--- src/rtl/wdog_pkg.sv ---
// Package: shared constants, register select type and address decoder
// for the two-stage watchdog. Assumes word-aligned byte addresses.
package wdog_pkg;

    parameter int WD_ADDR_W = 12;
    parameter int WD_DATA_W = 32;

    localparam logic [WD_ADDR_W-1:0] OFF_RELOAD  = 12'h000;
    localparam logic [WD_ADDR_W-1:0] OFF_COUNT   = 12'h004;
    localparam logic [WD_ADDR_W-1:0] OFF_CTRL    = 12'h008;
    localparam logic [WD_ADDR_W-1:0] OFF_SERVICE = 12'h00C;
    localparam logic [WD_ADDR_W-1:0] OFF_RAW     = 12'h010;
    localparam logic [WD_ADDR_W-1:0] OFF_MASKED  = 12'h014;
    localparam logic [WD_ADDR_W-1:0] OFF_LOCK    = 12'hC00;
    localparam logic [WD_ADDR_W-1:0] OFF_TESTEN  = 12'hF00;
    localparam logic [WD_ADDR_W-1:0] OFF_TESTOUT = 12'hF04;

    localparam logic [WD_DATA_W-1:0] UNLOCK_KEY = 32'h1ACC_E551;

    // Index of each output inside the output vector (matches test register bits)
    localparam int OUT_RST = 0;
    localparam int OUT_IRQ = 1;
    localparam int NUM_OUT = 2;

    typedef enum logic [3:0] {
        SEL_NONE,
        SEL_RELOAD,
        SEL_COUNT,
        SEL_CTRL,
        SEL_SERVICE,
        SEL_RAW,
        SEL_MASKED,
        SEL_LOCK,
        SEL_TESTEN,
        SEL_TESTOUT
    } wd_sel_e;

    // Map a byte address onto a register select
    function automatic wd_sel_e wd_decode(input logic [WD_ADDR_W-1:0] a);
        case (a)
            OFF_RELOAD:  return SEL_RELOAD;
            OFF_COUNT:   return SEL_COUNT;
            OFF_CTRL:    return SEL_CTRL;
            OFF_SERVICE: return SEL_SERVICE;
            OFF_RAW:     return SEL_RAW;
            OFF_MASKED:  return SEL_MASKED;
            OFF_LOCK:    return SEL_LOCK;
            OFF_TESTEN:  return SEL_TESTEN;
            OFF_TESTOUT: return SEL_TESTOUT;
            default:     return SEL_NONE;
        endcase
    endfunction

endpackage

--- src/rtl/wdog_regs.sv ---
// Module: wdog_regs
// Register file and bus decode. It holds the control, lock and
// integration-test registers, turns APB writes into load and service strobes
// for the counter, and builds the read data.
// Assumes: a write takes effect in the access phase (psel & penable & pwrite).
module wdog_regs
    import wdog_pkg::*;
#(
    parameter int DATA_W = WD_DATA_W,
    parameter int CNT_W  = 32
) (
    input  logic                 clk,
    input  logic                 rst_n,
    input  logic                 psel,
    input  logic                 penable,
    input  logic                 pwrite,
    input  logic [WD_ADDR_W-1:0] paddr,
    input  logic [DATA_W-1:0]    pwdata,
    input  logic [CNT_W-1:0]     cnt_i,
    input  logic [CNT_W-1:0]     reload_i,
    input  logic                 irq_flag_i,
    output logic                 lock_o,
    output logic [1:0]           ctrl_o,
    output logic                 testen_o,
    output logic [NUM_OUT-1:0]   testout_o,
    output logic                 load_wr_o,
    output logic                 svc_wr_o,
    output logic [DATA_W-1:0]    prdata_o
);

    wd_sel_e sel;
    logic    wr_acc;
    logic    wr_ok;

    // Decode the address and qualify writes against the lock
    always_comb begin
        sel       = wd_decode(paddr);
        wr_acc    = psel & penable & pwrite;
        wr_ok     = wr_acc & (~lock_o | (sel == SEL_LOCK));
        load_wr_o = wr_ok & (sel == SEL_RELOAD);
        svc_wr_o  = wr_ok & (sel == SEL_SERVICE);
    end

    // Store the software-visible configuration registers
    always_ff @(posedge clk) begin
        if (!rst_n) begin
            ctrl_o    <= '0;
            lock_o    <= 1'b0;
            testen_o  <= 1'b0;
            testout_o <= '0;
        end else if (wr_ok) begin
            case (sel)
                SEL_CTRL:    ctrl_o    <= pwdata[1:0];
                SEL_LOCK:    lock_o    <= (pwdata != UNLOCK_KEY);
                SEL_TESTEN:  testen_o  <= pwdata[0];
                SEL_TESTOUT: testout_o <= pwdata[NUM_OUT-1:0];
                default:     ;
            endcase
        end
    end

    // Build the read data; write-only and unmapped offsets return zero
    always_comb begin
        prdata_o = '0;
        case (sel)
            SEL_RELOAD: prdata_o[CNT_W-1:0] = reload_i;
            SEL_COUNT:  prdata_o[CNT_W-1:0] = cnt_i;
            SEL_CTRL:   prdata_o[1:0]       = ctrl_o;
            SEL_RAW:    prdata_o[0]         = irq_flag_i;
            SEL_MASKED: prdata_o[0]         = irq_flag_i & ctrl_o[0];
            SEL_LOCK:   prdata_o[0]         = lock_o;
            SEL_TESTEN: prdata_o[0]         = testen_o;
            default:    prdata_o            = '0;
        endcase
    end

endmodule

--- src/rtl/wdog_counter.sv ---
// Module: wdog_counter
// Down-counter with two-stage expiry. The first expiry sets the interrupt
// flag. An expiry while that flag is set raises the reset flag and halts.
// Assumes: load and service strobes are never high in the same cycle.
module wdog_counter #(
    parameter int CNT_W = 32
) (
    input  logic             clk,
    input  logic             rst_n,
    input  logic             tick_i,
    input  logic             load_wr_i,
    input  logic             svc_wr_i,
    input  logic [CNT_W-1:0] load_data_i,
    output logic [CNT_W-1:0] reload_o,
    output logic [CNT_W-1:0] cnt_o,
    output logic             run_o,
    output logic             irq_flag_o,
    output logic             rst_flag_o
);

    localparam logic [CNT_W-1:0] CNT_ONE = CNT_W'(1);
    localparam logic [CNT_W-1:0] CNT_MAX = '1;

    logic expire;

    // An expiry is a counted tick from one to zero
    always_comb expire = run_o & tick_i & (cnt_o == CNT_ONE);

    // Advance the count and the flags; software writes win over ticks
    always_ff @(posedge clk) begin
        if (!rst_n) begin
            reload_o   <= CNT_MAX;
            cnt_o      <= CNT_MAX;
            run_o      <= 1'b1;
            irq_flag_o <= 1'b0;
            rst_flag_o <= 1'b0;
        end else if (load_wr_i) begin
            reload_o <= load_data_i;
            cnt_o    <= load_data_i;
            run_o    <= 1'b1;
        end else if (svc_wr_i) begin
            irq_flag_o <= 1'b0;
            cnt_o      <= reload_o;
        end else if (run_o && tick_i) begin
            if (cnt_o == '0) begin
                cnt_o <= reload_o;
            end else begin
                cnt_o <= cnt_o - CNT_ONE;
            end
            if (expire) begin
                if (irq_flag_o) begin
                    rst_flag_o <= 1'b1;
                    run_o      <= 1'b0;
                end else begin
                    irq_flag_o <= 1'b1;
                end
            end
        end
    end

endmodule

--- src/rtl/wdog_outmux.sv ---
// Module: wdog_outmux
// Output stage: per output, chooses between the enabled status flag and the
// integration-test value. Purely combinational.
module wdog_outmux
    import wdog_pkg::*;
(
    input  logic [1:0]         ctrl_i,
    input  logic               irq_flag_i,
    input  logic               rst_flag_i,
    input  logic               testen_i,
    input  logic [NUM_OUT-1:0] testout_i,
    output logic [NUM_OUT-1:0] out_o
);

    logic [NUM_OUT-1:0] flags;
    logic [NUM_OUT-1:0] enables;

    // Line up flags and enables with the test-register bit order
    always_comb begin
        flags[OUT_RST]   = rst_flag_i;
        flags[OUT_IRQ]   = irq_flag_i;
        enables[OUT_RST] = ctrl_i[1];
        enables[OUT_IRQ] = ctrl_i[0];
    end

    for (genvar i = 0; i < NUM_OUT; i++) begin : g_out
        // Select test override or gated flag for output i
        assign out_o[i] = testen_i ? testout_i[i] : (flags[i] & enables[i]);
    end

endmodule

--- src/rtl/wdog_apb.sv ---
// Module: wdog_apb (top)
// Two-stage watchdog on an APB slave port. It joins the register file,
// the counter and the output stage. Zero-wait, error-free transfers.
// Assumes: word-aligned 32-bit transfers; wd_tick is synchronous to pclk.
module wdog_apb
    import wdog_pkg::*;
#(
    parameter int CNT_W = 32
) (
    input  logic                 pclk,
    input  logic                 presetn,
    input  logic                 psel,
    input  logic                 penable,
    input  logic                 pwrite,
    input  logic [WD_ADDR_W-1:0] paddr,
    input  logic [WD_DATA_W-1:0] pwdata,
    output logic [WD_DATA_W-1:0] prdata,
    output logic                 pready,
    output logic                 pslverr,
    input  logic                 wd_tick,
    output logic                 wd_irq,
    output logic                 wd_rst_req
);

    logic               lock_q;
    logic [1:0]         ctrl_q;
    logic               testen_q;
    logic [NUM_OUT-1:0] testout_q;
    logic               load_wr;
    logic               svc_wr;
    logic [CNT_W-1:0]   reload_q;
    logic [CNT_W-1:0]   cnt_q;
    logic               run_q;
    logic               irq_flag_q;
    logic               rst_flag_q;
    logic [NUM_OUT-1:0] out_vec;

    wdog_regs #(.DATA_W(WD_DATA_W), .CNT_W(CNT_W)) u_regs (
        .clk        (pclk),
        .rst_n      (presetn),
        .psel       (psel),
        .penable    (penable),
        .pwrite     (pwrite),
        .paddr      (paddr),
        .pwdata     (pwdata),
        .cnt_i      (cnt_q),
        .reload_i   (reload_q),
        .irq_flag_i (irq_flag_q),
        .lock_o     (lock_q),
        .ctrl_o     (ctrl_q),
        .testen_o   (testen_q),
        .testout_o  (testout_q),
        .load_wr_o  (load_wr),
        .svc_wr_o   (svc_wr),
        .prdata_o   (prdata)
    );

    wdog_counter #(.CNT_W(CNT_W)) u_counter (
        .clk         (pclk),
        .rst_n       (presetn),
        .tick_i      (wd_tick),
        .load_wr_i   (load_wr),
        .svc_wr_i    (svc_wr),
        .load_data_i (pwdata[CNT_W-1:0]),
        .reload_o    (reload_q),
        .cnt_o       (cnt_q),
        .run_o       (run_q),
        .irq_flag_o  (irq_flag_q),
        .rst_flag_o  (rst_flag_q)
    );

    wdog_outmux u_outmux (
        .ctrl_i     (ctrl_q),
        .irq_flag_i (irq_flag_q),
        .rst_flag_i (rst_flag_q),
        .testen_i   (testen_q),
        .testout_i  (testout_q),
        .out_o      (out_vec)
    );

    // Drive the fixed bus responses and the two outputs
    always_comb begin
        pready     = 1'b1;
        pslverr    = 1'b0;
        wd_irq     = out_vec[OUT_IRQ];
        wd_rst_req = out_vec[OUT_RST];
    end

endmodule

--- config.mk ---
export PLATFORM = sky130hd
export DESIGN_NAME = wdog_apb
export DESIGN_NICKNAME = d
export VERILOG_FILES = /design/src/rtl/wdog_pkg.sv /design/src/rtl/wdog_regs.sv /design/src/rtl/wdog_counter.sv /design/src/rtl/wdog_outmux.sv /design/src/rtl/wdog_apb.sv
export SDC_FILE = /design/constraint.sdc
export NUM_CORES = 1
export LEC_CHECK = 0
export ABC_AREA = 0
export BUFFER_PORTS_ARGS = -buffer_cell sky130_fd_sc_hd__buf_2
export CORE_AREA = 10 10 111 113
export DETAILED_ROUTE_END_ITERATION = 16
export DIE_AREA = 0 0 121 123
export MAX_ROUTING_LAYER = met4
export PLACE_DENSITY_LB_ADDON = 0.05
export SYNTH_ARGS = -nofsm -noshare
export SYNTH_HDL_FRONTEND = slang
export SYNTH_SLANG_ARGS = --single-unit
--- constraint.sdc ---
create_clock -name pclk -period 6.4 [get_ports pclk]
set_input_delay 1.6 -clock pclk [delete_from_list [all_inputs] [get_ports pclk]]
set_output_delay 1.6 -clock pclk [all_outputs]
set_load 0.05 [all_outputs]
==> impl_metrics.yaml, run 1 <==
synth:
  synth_cells: 578
  synth.avg_cell_area_sq_um: 7.949
  async_reset_ff_share_pct: 0
  ys.flop_type: "dfxtp_1"
  yosys.area_share.adder_pct: 0.8170
  synth_top_area_cell: "dfxtp_1"
  synth_cell_types: 70
  synth_xor_area_share_pct: 5.528
  synth-edff-count: 0
  yosys_warnings: 0
  synthMuxAreaShare_pct: 2.424
  synth_seq_cells: 73
  yosysSeqAreaShare_pct: 31.81
  syn_area_sq_um: 4594
  synth_compound_area_share_pct: 18.55
  synth_top_family_by_area: "simple AND/OR/NAND/NOR gates"
  yosysTopAreaCellShare_pct: 31.81
  synth_nets: 631
  synth_area_leaders: "dfxtp_1 (32%), nand3_1 (7.1%), nand2_1 (6.8%)"
  synth-simple-area-share_pct: 33.52
clock_network:
  numCtsBuffers: 9
  cts_root_buffer: "clkbuf_8"
  cts_htree_levels: 3
  cts_max_path_buffers: 2
  clkSlewWorstSetupHoldPaths_ns: 0.07
  hold_buffers: 0
  cts.sinks: 73
  cts_tree: "built"
  cts_resized: 0
  clock_latency_ns: 0.36
  post-cts-setup-buffers: 0
die:
  die_area_sq_um: 14880
  core_sq_um: 10140
  die_h_um: 123
  std_cell_rows: 37
  die_w_um: 121
  io_pins: 86
  start_util_pct: 45.32
routing:
  wl_met2_um: 6243
  drt_iter0_markers: 321
  final_antenna_net_count: 0
  wire_per_inst_um: 18.25
  num_vias: 4570
  met1_length_um: 6646
  firstDrtPassIters: 5
  drt-vias-per-instance: 5.943
  wl_met3_um: 921
  drc: 0
  topRoutingLayerUsed: "met4"
  drt-total-wl_um: 14030
sta:
  timing.final.ws_setup_ns: 1.308
  skew_ns: 0.01195
  fmax_mhz: 196.4
  setup_tns_ns: 0
  maxSlewViolCount: 0
  relSlewSlack_pct: 20.59
  final_hold_viol_count: 0
  period_share_pct: 79.57
  setup_viol: 0
  rsz0062_at_grt: "no"
  period_needed_ns: 5.092
  max_slew.worst_pin.slew_ns: 1.188
setup_path:
  crit_path_max_incr_delay_ns: 0.56
  reg2regPathDepth: 6
  start_kind: "input port"
  cp.arrival_ns: 3.49
  critPathCaptureType: "primary output"
  crit_type: "in -> out"
  cp.required_ns: 4.80
  reg2reg_slack_ns: 3.15
  crit_fanout: 18
  cp_common_cell: "buf_2"
  critPathSlowestCell: "nor4_1"
  crit_chain: "buf_2 -> nor4_1 -> nand3_1 -> nor3_2 -> buf_4 -> a22oi_1 -> nand2_1 -> buf_2"
  r2r-end: "u_counter.cnt_o[28]"
  reg2reg_from: "u_counter.cnt_o[20]"
global_route:
  antenna_found_initial: 0
  grt_usage_pct: 19.11
  grt_pass1_vias: 4379
  overflow: 0
  grt_max_degree: 44
  grt_pass1_wl_um: 22560
power:
  p_total_mw: 0.8846
  peakVddDrop_uv: 81.07
  power_density_nw_per_um2: 172.5
  leakage_nw: 2.147
layout:
  fin_cells: 769
  finalCoreUtilization_pct: 50.57
  layout_common_cells: "nand2_1 (83), buf_2 (83), dfxtp_1 (73)"
  seq_area_sq_um: 1461
  diodes: 0
  multiInputGateArea_sq_um: 2820
  area_growth_pct: 11.60
  nets: 681
  drive_above_1_share_pct: 22.27
  fillCellCount: 1016
placement:
  post-place-cells: 753
  hpwl_um: 9720
  port_buffers: 83
  gp_congestion: 0.8394
  dp_slack_ns: 1.335
run_status:
  outcome: "finished, final reports clean"
min_path:
  worstHoldStart: "u_counter.rst_flag_o"
  hp-class: "reg -> reg"
  hold_path_depth: 1
  holdPathEnd: "u_counter.rst_flag_o"
flow_run:
  cap_viol_max_count: 0
-- per-layer routing --
| layer | global-route usage [%] | vias to the layer above |
|---|---|---|
| met2 | 29.25 | 162 |
| li1 | - | 2215 |
| met5 | - | - |
| met3 | 4.603 | 15 |
| met4 | 6.259 | 0 |
| met1 | 24.26 | 2178 |
-- power by group --
part / switching (mW) / internal, mW
Clock: 0.177 / 0.182
Combinational: 0.0424 / 0.0236
Sequential: 0.00359 / 0.456
-- worst max-delay path by stage --
| stage | start | to | slack (ns) |
|---|---|---|---|
| finish | paddr[9] | prdata[1] | 1.31 |
| global route | paddr[9] | prdata[1] | 1.14 |
| CTS | paddr[9] | prdata[1] | 1.34 |
| detailed placement | paddr[9] | prdata[1] | 1.34 |
| global placement | paddr[9] | prdata[1] | 1.40 |
| floorplan | paddr[9] | prdata[10] | 1.44 |
-- state kept, by name, indices dropped and copies added, names as in the netlist --
| name | flops |
|---|---|
| u_counter.cnt_o | 32 |
| u_counter.reload_o | 32 |
| u_regs.ctrl_o | 2 |
| u_regs.testout_o | 2 |
| u_counter.irq_flag_o | 1 |
| u_counter.rst_flag_o | 1 |
| u_counter.run_o | 1 |
| u_regs.lock_o | 1 |
| u_regs.testen_o | 1 |
-- synth_stat cells, drive strengths merged, types with 18 or more instances --
library cell	n
a21oi	24
a22o	31
a31oi	20
buf	30
clkbuf	21
dfxtp	73
nand2	84
nand3	65
nor2	48
nor3	24
nor4	18
xor2	22
-- layout make-up --
cell class | count | area share [%]
Clock inverter | 2 | 0.1952
Timing Repair Buffer | 90 | 9.126
Multi-Input combinational cell | 450 | 55.00
Tap cell | 136 | 3.319
Sequential cell | 73 | 28.50
Inverter | 4 | 0.2928
Clock buffer | 14 | 3.563
-- cells by family after synthesis --
logic type	Yosys count
buf+inv	55
compound gates	119
other cells	2
mux	11
xor+xnor	29
simple gates	286
fa+ha+maj	3
flops	73
-- per-stage QoR --
step	hold WS [ns]	area, sq um
finish	0.4677	5127
global route	0.5096	5127
CTS	0.4696	5127
detailed placement	0.4525	4935
global placement	0.4534	4935
floorplan	0.4403	4594
-- worst max-delay path: cells and delay by family --
family	cells	cell delay [ns]
and+or+nand+nor	4	1.12
buffers and inverters	3	0.65
AOI/OAI and AO/OA	1	0.12
No activity file was read; power rests on OpenSTA's default activity.
==> inputs of run 2 (changes only) <==
==> constraint.sdc (replaced) <==
create_clock -name pclk -period 4.77 [get_ports pclk]
set_input_delay 1.1925 -clock pclk [delete_from_list [all_inputs] [get_ports pclk]]
set_output_delay 1.1925 -clock pclk [all_outputs]
set_load 0.05 [all_outputs]
==> impl_metrics.yaml, run 2 (same netlist as run 1, synthesis figures left out) <==
routing:
  drt-vias-per-instance: 5.930
  drt-total-wl_um: 14160
  drc: 0
  wire_per_inst_um: 18.25
  firstDrtPassIters: 5
  num_vias: 4602
  final_antenna_net_count: 0
  drt_iter0_markers: 359
layout:
  nets: 689
  reg.largest.list: "u_counter.cnt_o x32, u_counter.reload_o x32"
  final_area_sq_um: 5224
  drive_above_1_share_pct: 23.13
  layout_common_cells: "nand2_1 (83), buf_2 (83), dfxtp_1 (73)"
  fin_cells: 776
  fillCellCount: 1004
  diodes: 0
  area_growth_pct: 13.70
sta:
  period_share_pct: 88.76
  setup_viol: 0
  worst_hold_slack_ns: 0.4728
  skew_ns: 0.009438
  rsz0062_at_grt: "no"
  max_slew.worst_pin.slew_ns: 0.6066
  setup_tns_ns: 0
  maxSlewViolCount: 0
  final_hold_viol_count: 0
  relSlewSlack_pct: 59.18
  period_needed_ns: 4.234
  fmax_mhz: 236.2
clock_network:
  clock_latency_ns: 0.35
  cts_resized: 0
  cts_max_path_buffers: 2
  numCtsBuffers: 9
  clkSlewWorstSetupHoldPaths_ns: 0.07
  cts.sinks: 73
  post-cts-setup-buffers: 0
  cts_tree: "built"
  cts_htree_levels: 3
  cts_root_buffer: "clkbuf_8"
  hold_buffers: 0
run_status:
  outcome: "finished, final reports clean"
placement:
  placed_area_sq_um: 4995
  post-place-cells: 761
  gp_congestion: 0.8725
  port_buffers: 83
  hpwl_um: 10170
global_route:
  grt_usage_pct: 19.30
  overflow: 0
  grt_pass1_wl_um: 22930
  grt_max_degree: 37
  grt_pass1_vias: 4544
  antenna_found_initial: 0
power:
  peakVddDrop_uv: 149.3
  leakage_nw: 2.201
  power_density_nw_per_um2: 243.8
  p_total_mw: 1.274
setup_path:
  crit_fanout: 18
  cp.arrival_ns: 3.04
  crit_type: "in -> out"
  start_kind: "input port"
  cp.required_ns: 3.58
  critPathCaptureType: "primary output"
die:
  core_sq_um: 10140
  die_area_sq_um: 14880
  die_w_um: 121
  std_cell_rows: 37
  die_h_um: 123
  io_pins: 86
  start_util_pct: 45.32
flow_run:
  cap_viol_max_count: 0
min_path:
  hp-class: "reg -> reg"
[run 2: critical path: stages]
cell	delay (ns)
buf_2	0.11
nor4_1	0.56
nand3_1	0.23
nor3_2	0.19
buf_4	0.28
a22oi_1	0.12
nand2_1	0.08
buf_2	0.27
[run 2: path summary, 6_finish.rpt]
path / cells past startpoint / end / slack (ns) / startpoint
hold / removal: 1 / u_counter.rst_flag_o / 0.47 / u_counter.rst_flag_o
setup / recovery: 8 / prdata[1] / 0.54 / paddr[9]
hold reg to reg: 1 / u_counter.rst_flag_o / 0.47 / u_counter.rst_flag_o
setup reg to reg: 7 / u_counter.cnt_o[0] / 1.74 / u_counter.cnt_o[20]
[run 2: final cells by class]
class | instances | area, sq um | area share (%)
Multi-Input combinational cell | 450 | 2820 | 53.99
Sequential cell | 73 | 1461 | 27.98
Timing Repair Buffer | 98 | 528.0 | 10.11
Tap cell | 136 | 170.2 | 3.257
Clock buffer | 13 | 168.9 | 3.234
Clock inverter | 2 | 60.06 | 1.150
Inverter | 4 | 15.01 | 0.2874
[run 2: power breakdown]
group	switching, mW	internal [mW]
sequential	0.00512	0.611
clock	0.232	0.335
combinational	0.0569	0.0327
[run 2: per-layer routing]
metal | vias up | share of wire [%] | GRT usage, %
met4 | 0 | 1.2 | 5.656
met5 | - | 0 | -
met3 | 17 | 7.8 | 3.920
met2 | 186 | 46 | 30.75
li1 | 2234 | - | -
met1 | 2165 | 45 | 24.23
[run 2: metrics by stage]
step                      setup WS (ns)  util, %
after global placement           0.5860    49.27
after CTS                        0.5253    51.52
after detailed placement         0.5224    49.27
after floorplan                  0.6285        -
final                            0.5361    51.52
after global routing             0.3016    51.52
